## src/rtl/bus_seq_pkg.sv

```systemverilog
package bus_seq_pkg;

    typedef enum logic [2:0] {
        PH_IDLE = 3'd0,
        PH_P0   = 3'd1,
        PH_P1   = 3'd2,
        PH_P2   = 3'd3,
        PH_P3   = 3'd4
    } phase_e;

    typedef struct packed {
        logic [1:0] space;
        logic       write;
        logic       rmw;
    } acc_ctl_t;

    localparam logic [1:0] SEL_NONE = 2'b11;

    function automatic logic [1:0] space_code(input logic [1:0] sp);
        case (sp)
            2'd0:    space_code = 2'b10;
            2'd1:    space_code = 2'b01;
            default: space_code = 2'b00;
        endcase
    endfunction

endpackage

```

## src/rtl/bus_wait_ctr.sv

```systemverilog
module bus_wait_ctr #(
    parameter int WAIT_W = 4
) (
    input  logic              clk,
    input  logic              rst,
    input  logic              load,
    input  logic [WAIT_W-1:0] load_val,
    input  logic              step,
    output logic              zero
);
    logic [WAIT_W-1:0] cnt_q;

    always_ff @(posedge clk) begin
        if (rst)
            cnt_q <= '0;
        else if (load)
            cnt_q <= load_val;
        else if (step && cnt_q != '0)
            cnt_q <= cnt_q - 1'b1;
    end

    assign zero = (cnt_q == '0);

    assert_count_down_R2: assert property (@(posedge clk) disable iff (rst)
        (step && !zero && !load) |=> (cnt_q == $past(cnt_q) - 1'b1));

endmodule

```

## src/rtl/bus_lock_trk.sv

```systemverilog
module bus_lock_trk (
    input  logic clk,
    input  logic rst,
    input  logic start_rmw_rd,
    input  logic end_rmw_wr,
    input  logic lock_hold,
    output logic bus_lock_n
);
    logic lock_q;

    always_ff @(posedge clk) begin
        if (rst)
            lock_q <= 1'b0;
        else if (start_rmw_rd)
            lock_q <= 1'b1;
        else if (end_rmw_wr)
            lock_q <= 1'b0;
    end

    assign bus_lock_n = !(lock_q || lock_hold);

    assert_lock_drop_R8: assert property (@(posedge clk) disable iff (rst)
        $fell(lock_q) |-> $past(end_rmw_wr));

endmodule

```

## src/rtl/bus_cycle_seq.sv

```systemverilog
module bus_cycle_seq
    import bus_seq_pkg::*;
#(
    parameter int ADDR_W = 32,
    parameter int DATA_W = 32,
    parameter int WAIT_W = 4
) (
    input  logic              clk,
    input  logic              rst,
    input  logic              req_valid,
    output logic              req_ready,
    input  logic [1:0]        req_space,
    input  logic              req_write,
    input  logic              req_rmw,
    input  logic [ADDR_W-1:0] req_addr,
    input  logic [DATA_W-1:0] req_wdata,
    input  logic [WAIT_W-1:0] wait_min,
    input  logic              lock_hold,
    input  logic              xfer_ack,
    output logic [ADDR_W-1:0] bus_addr,
    output logic [1:0]        bus_space_n,
    output logic              bus_rd_wr_n,
    output logic              bus_strobe_n,
    output logic              xfer_strobe_n,
    output logic              bus_lock_n,
    output logic [DATA_W-1:0] bus_wdata,
    output logic              bus_wdata_oe,
    input  logic [DATA_W-1:0] bus_rdata,
    output logic              done,
    output logic [DATA_W-1:0] rd_data
);
    phase_e            state_q, state_d;
    acc_ctl_t          ctl_q;
    logic [ADDR_W-1:0] addr_q;
    logic [DATA_W-1:0] wdata_q, rdata_q;
    logic              accept, wait_zero, in_wait, leave_wait;

    assign req_ready  = (state_q == PH_IDLE) || (state_q == PH_P3);
    assign accept     = req_valid && req_ready;
    assign in_wait    = (state_q == PH_P2);
    assign leave_wait = in_wait && wait_zero && xfer_ack;

    bus_wait_ctr #(.WAIT_W(WAIT_W)) wait_i (
        .clk      (clk),
        .rst      (rst),
        .load     (accept),
        .load_val (wait_min),
        .step     (in_wait),
        .zero     (wait_zero)
    );

    bus_lock_trk lock_i (
        .clk          (clk),
        .rst          (rst),
        .start_rmw_rd (accept && req_rmw && !req_write),
        .end_rmw_wr   ((state_q == PH_P3) && ctl_q.rmw && ctl_q.write),
        .lock_hold    (lock_hold),
        .bus_lock_n   (bus_lock_n)
    );

    always_comb begin
        state_d = state_q;
        case (state_q)
            PH_IDLE: if (accept) state_d = PH_P0;
            PH_P0:   state_d = PH_P1;
            PH_P1:   state_d = PH_P2;
            PH_P2:   if (leave_wait) state_d = PH_P3;
            PH_P3:   state_d = accept ? PH_P0 : PH_IDLE;
            default: state_d = PH_IDLE;
        endcase
    end

    always_ff @(posedge clk) begin
        if (rst) begin
            state_q <= PH_IDLE;
            ctl_q   <= '{space: 2'd0, write: 1'b0, rmw: 1'b0};
            addr_q  <= '0;
            wdata_q <= '0;
            rdata_q <= '0;
        end else begin
            state_q <= state_d;
            if (accept) begin
                ctl_q   <= '{space: req_space, write: req_write, rmw: req_rmw};
                addr_q  <= req_addr;
                wdata_q <= req_wdata;
            end
            if (leave_wait && !ctl_q.write)
                rdata_q <= bus_rdata;
        end
    end

    assign bus_addr      = addr_q;
    assign bus_space_n   = (state_q == PH_IDLE) ? SEL_NONE : space_code(ctl_q.space);
    assign bus_rd_wr_n   = (state_q == PH_IDLE) ? 1'b1 : !ctl_q.write;
    assign bus_strobe_n  = !((state_q == PH_P0) || (state_q == PH_P1) || (state_q == PH_P2));
    assign xfer_strobe_n = !((state_q == PH_P1) || (state_q == PH_P2));
    assign bus_wdata     = wdata_q;
    assign bus_wdata_oe  = ctl_q.write && ((state_q == PH_P1) || (state_q == PH_P2) || (state_q == PH_P3));
    assign done          = (state_q == PH_P3);
    assign rd_data       = rdata_q;

    assert_strobe_order_R1: assert property (@(posedge clk) disable iff (rst)
        $fell(xfer_strobe_n) |-> !bus_strobe_n);

    assert_min_wait_R2: assert property (@(posedge clk) disable iff (rst)
        (in_wait && state_d == PH_P3) |-> wait_zero);

    assert_ack_seen_R3: assert property (@(posedge clk) disable iff (rst)
        (state_q == PH_P3 && $past(state_q) == PH_P2) |-> $past(xfer_ack));

    assert_addr_stable_R5: assert property (@(posedge clk) disable iff (rst)
        (state_q == PH_P1 || state_q == PH_P2 || state_q == PH_P3) |-> $stable(bus_addr));

    assert_dir_stable_R6: assert property (@(posedge clk) disable iff (rst)
        (state_q == PH_P1 || state_q == PH_P2 || state_q == PH_P3) |-> $stable(bus_rd_wr_n));

    assert_done_single_R7: assert property (@(posedge clk) disable iff (rst)
        done |=> !done);

endmodule

```

## config.mk

```make
export PLATFORM = sky130hd
export DESIGN_NAME = bus_cycle_seq
export DESIGN_NICKNAME = d
export VERILOG_FILES = /design/src/rtl/bus_seq_pkg.sv /design/src/rtl/bus_wait_ctr.sv /design/src/rtl/bus_lock_trk.sv /design/src/rtl/bus_cycle_seq.sv
export SDC_FILE = /design/constraint.sdc
export NUM_CORES = 1
export LEC_CHECK = 0
export ABC_AREA = 1
export CAP_MARGIN = 20
export CELL_PAD_IN_SITES_DETAIL_PLACEMENT = 1
export CELL_PAD_IN_SITES_GLOBAL_PLACEMENT = 1
export CORE_MARGIN = 1.5
export CORE_UTILIZATION = 38
export DETAILED_ROUTE_END_ITERATION = 7
export DONT_BUFFER_PORTS = 1
export PLACE_DENSITY_LB_ADDON = 0.1
export SYNTH_ARGS = -nofsm -noshare
export SYNTH_HDL_FRONTEND = slang
export SYNTH_SLANG_ARGS = --single-unit
```

## constraint.sdc

```tcl
create_clock -name clk -period 1.3 [get_ports clk]
set_input_delay 0.26 -clock clk [delete_from_list [all_inputs] [get_ports clk]]
set_output_delay 0.26 -clock clk [all_outputs]
set_load 0.01 [all_outputs]
```

==> impl_metrics.toml <==
[hold_path]
hold_end = "bus_addr[2]"
hold_path.class = "in2reg"
min_from = "req_addr[2]"
hold_depth = 2

[placed_design]
dpl_cell_area_um2 = 4550
io_buffers = 0
gp_congestion = 0.760
dpl.hpwl_mm = 8.22

[route]
post-route-drc-count = 0
drt-wirelength-per-cell_um = 16.4
routed_via_density = 4.92
wl_mm = 12.4
drtIter0Drc = 91
ant_nets = 0
drtPass1Iterations = 4
vias = 3718

[cts]
cts_sinks = 108
clock_latency_ns = 0.37
cts_root_buf = "clkbuf_8"
path_clk_slew_ns = 0.10
cts_buffers = 9
htreeDepth = 3
clockBufferDepth = 2
cts_tree = "done"

[status]
violations = "negative setup slack"
status = "finished with violations"

[power]
p_leak_nw = 2.43
peakVddDrop_mv = 0.787
p_per_area_nw_per_um2 = 2100

[worst_setup_path]
path_buf_inv = 3
startpoint = "state_q[0]"
r2r_cells = 11
cp_max_fo = 3
cp-end-kind = "output pin"
worst_path_max_delay_cell = "dfxtp_4"
cp_top_family = "flip-flops"
worstPathRequired_ns = 1.04
critPathKind = "reg2out"
r2r-end = "rd_data[21]"
arrival_ns = 1.29
r2r_setup_slack_ns = -0.24
r2r-start = "wait_i.cnt_q[0]"
cp_cell_sequence = "buf_6 -> inv_8 -> nand2_8 -> nor2_4 -> inv_4 -> o21ai_4"
critPathLaunchType = "flip-flop"
max_stage_delay_ns = 0.37

[sta]
fin_crit_ns = 1.55
slew_violations = 0
finalCritPeriodShare_pct = 120
fin_ws_ns = -0.254
setup_viol_count_final = 89
clock_skew_ns = 0.00763
hold_viol = 0
relSlewSlack_pct = 69.6
finalHoldWorstSlack_ns = 0.0303
fmax_mhz = 644
worst_pin_slew_ns = 0.456
rsz0062_at_grt = "true"

[floorplan]
ios = 214
fp.dieH_um = 108
rows = 38
start_util_pct = 38.8
die-area_um2 = 11700
die_w_um = 108
core_um2 = 10800

[synth]
syn_inst = 581
synth_area_per_cell_um2 = 7.21
yosys.area.top_type_share_pct = 51.6
netlist_area_um2 = 4190
ys_ff_latch = 108
synth_area_leaders = "dfxtp_1 52%, nor2_1 19%, o21ai_0 9.1%, nand2_1 7.5%, inv_1 4.1%"
yosysSeqAreaShare_pct = 51.6
netlist-cell-type-count = 22
yosysTopAreaCell = "dfxtp_1"
syn_nets = 691
ys.warnings.count = 0

[cells_and_area]
final_area_um2 = 5470
synthToLayoutAreaGrowth_pct = 30.5
post-route-util_pct = 50.6
nets = 721
final_cell_mix = "192 x nor2_1, 103 x dfxtp_1, 46 x o21ai_0"
antenna_cells = 0
layout-drive-gt1-share_pct = 26.8
final_common_cell = "nor2_1"

[grt]
antenna_found_initial = 0
grt_pass1_vias = 3755
grt_pass1_wl_mm = 18.4
grt_max_degree = 55
grt_overflow = 0
grt_use_total_pct = 20.1

[job]
cap_violations = 0
stage by stage:
step                power (mW)  TNS, ns  setup WS (ns)  std cells
floorplan                 7.02    -1.91        -0.0684        581
global placement          8.18    -2.73         -0.110        721
detailed placement        8.35    -4.67         -0.177        721
CTS                       11.1   -10.16         -0.281        753
global route              12.3   -18.41         -0.307        756
finish                    11.5    -9.80         -0.254        756
power by group:
part	switching (mW)	leakage [nW]	total (mW)	internal [mW]
logic	2.32	1.43	4.19	1.87
clock network	1.16	0.107	2.30	1.14
registers	0.894	0.889	4.98	4.08
registers in the layout, summed over array words and instances (netlist names):
| name | cells |
|---|---|
| state_q | 3 |
| rd_data | 32 |
| ctl_q | 4 |
| lock_i.lock_q | 1 |
| bus_wdata | 32 |
| bus_addr | 32 |
| wait_i.cnt_q | 4 |
cell type report:
type | instances | area (um2)
inverters | 48 | 200
clock inverters | 4 | 72.6
clock buffers | 12 | 145
multi-input cells | 392 | 2020
repair buffers | 52 | 679
flip-flops and latches | 108 | 2170
fillers | 1307 | 5330
well taps | 140 | 175
synth_stat cells:
library cell  count
nor2_1          207
dfxtp_1         108
nand2_1          84
o21ai_0          76
inv_1            46
clkbuf_1         14
nand3_1           9
buf_2             8
buf_6             8
a21oi_1           5
buf_1             3
inv_2             2
nor2_2            2
a31oi_1           1
ha_1              1
nand2_2           1
nand3_4           1
nor2_4            1
nor2_8            1
or2_1             1
or2_2             1
xnor2_1           1
cells by family (layout without fill, tap and decap cells):
logic type / after synthesis / count (layout) / share of synthesized area [%]
AO/OA/AOI/OAI: 82 / 82 / 9.83
XOR/XNOR: 1 / 1 / 0.209
adder cells (fa/ha/maj): 1 / 1 / 0.299
buffers and inverters: 81 / 116 / 8.94
flip-flops: 108 / 108 / 51.6
AND/OR/NAND/NOR: 308 / 308 / 29.1
per-layer routing:
metal,up-vias,part of all wire (%),track usage [%]
met5,-,0,0
met4,0,2.1,7.80
met3,19,8.0,6.09
met2,143,51,35.4
met1,1717,38,22.8
li1,1839,-,-
worst max path at each step:
stage	end	slack, ns	cells after the start
final	bus_space_n[0]	-0.25	6
after global routing	bus_space_n[0]	-0.31	6
after CTS	bus_wdata_oe	-0.28	7
after detailed placement	rd_data[31]	-0.18	10
after global placement	rd_data[24]	-0.11	10
after floorplan	rd_data[23]	-0.07	10
what timing repair did:
item                       CTS  global route
hold buffers                 1             0
gates resized for setup     62           111
pin swaps                   16            28
hold endpoints to repair     5             0
buffers inserted            10             4
cloned                       5             1
setup endpoints to repair   69           113
Note: power is estimated with default switching activity, not from simulation.
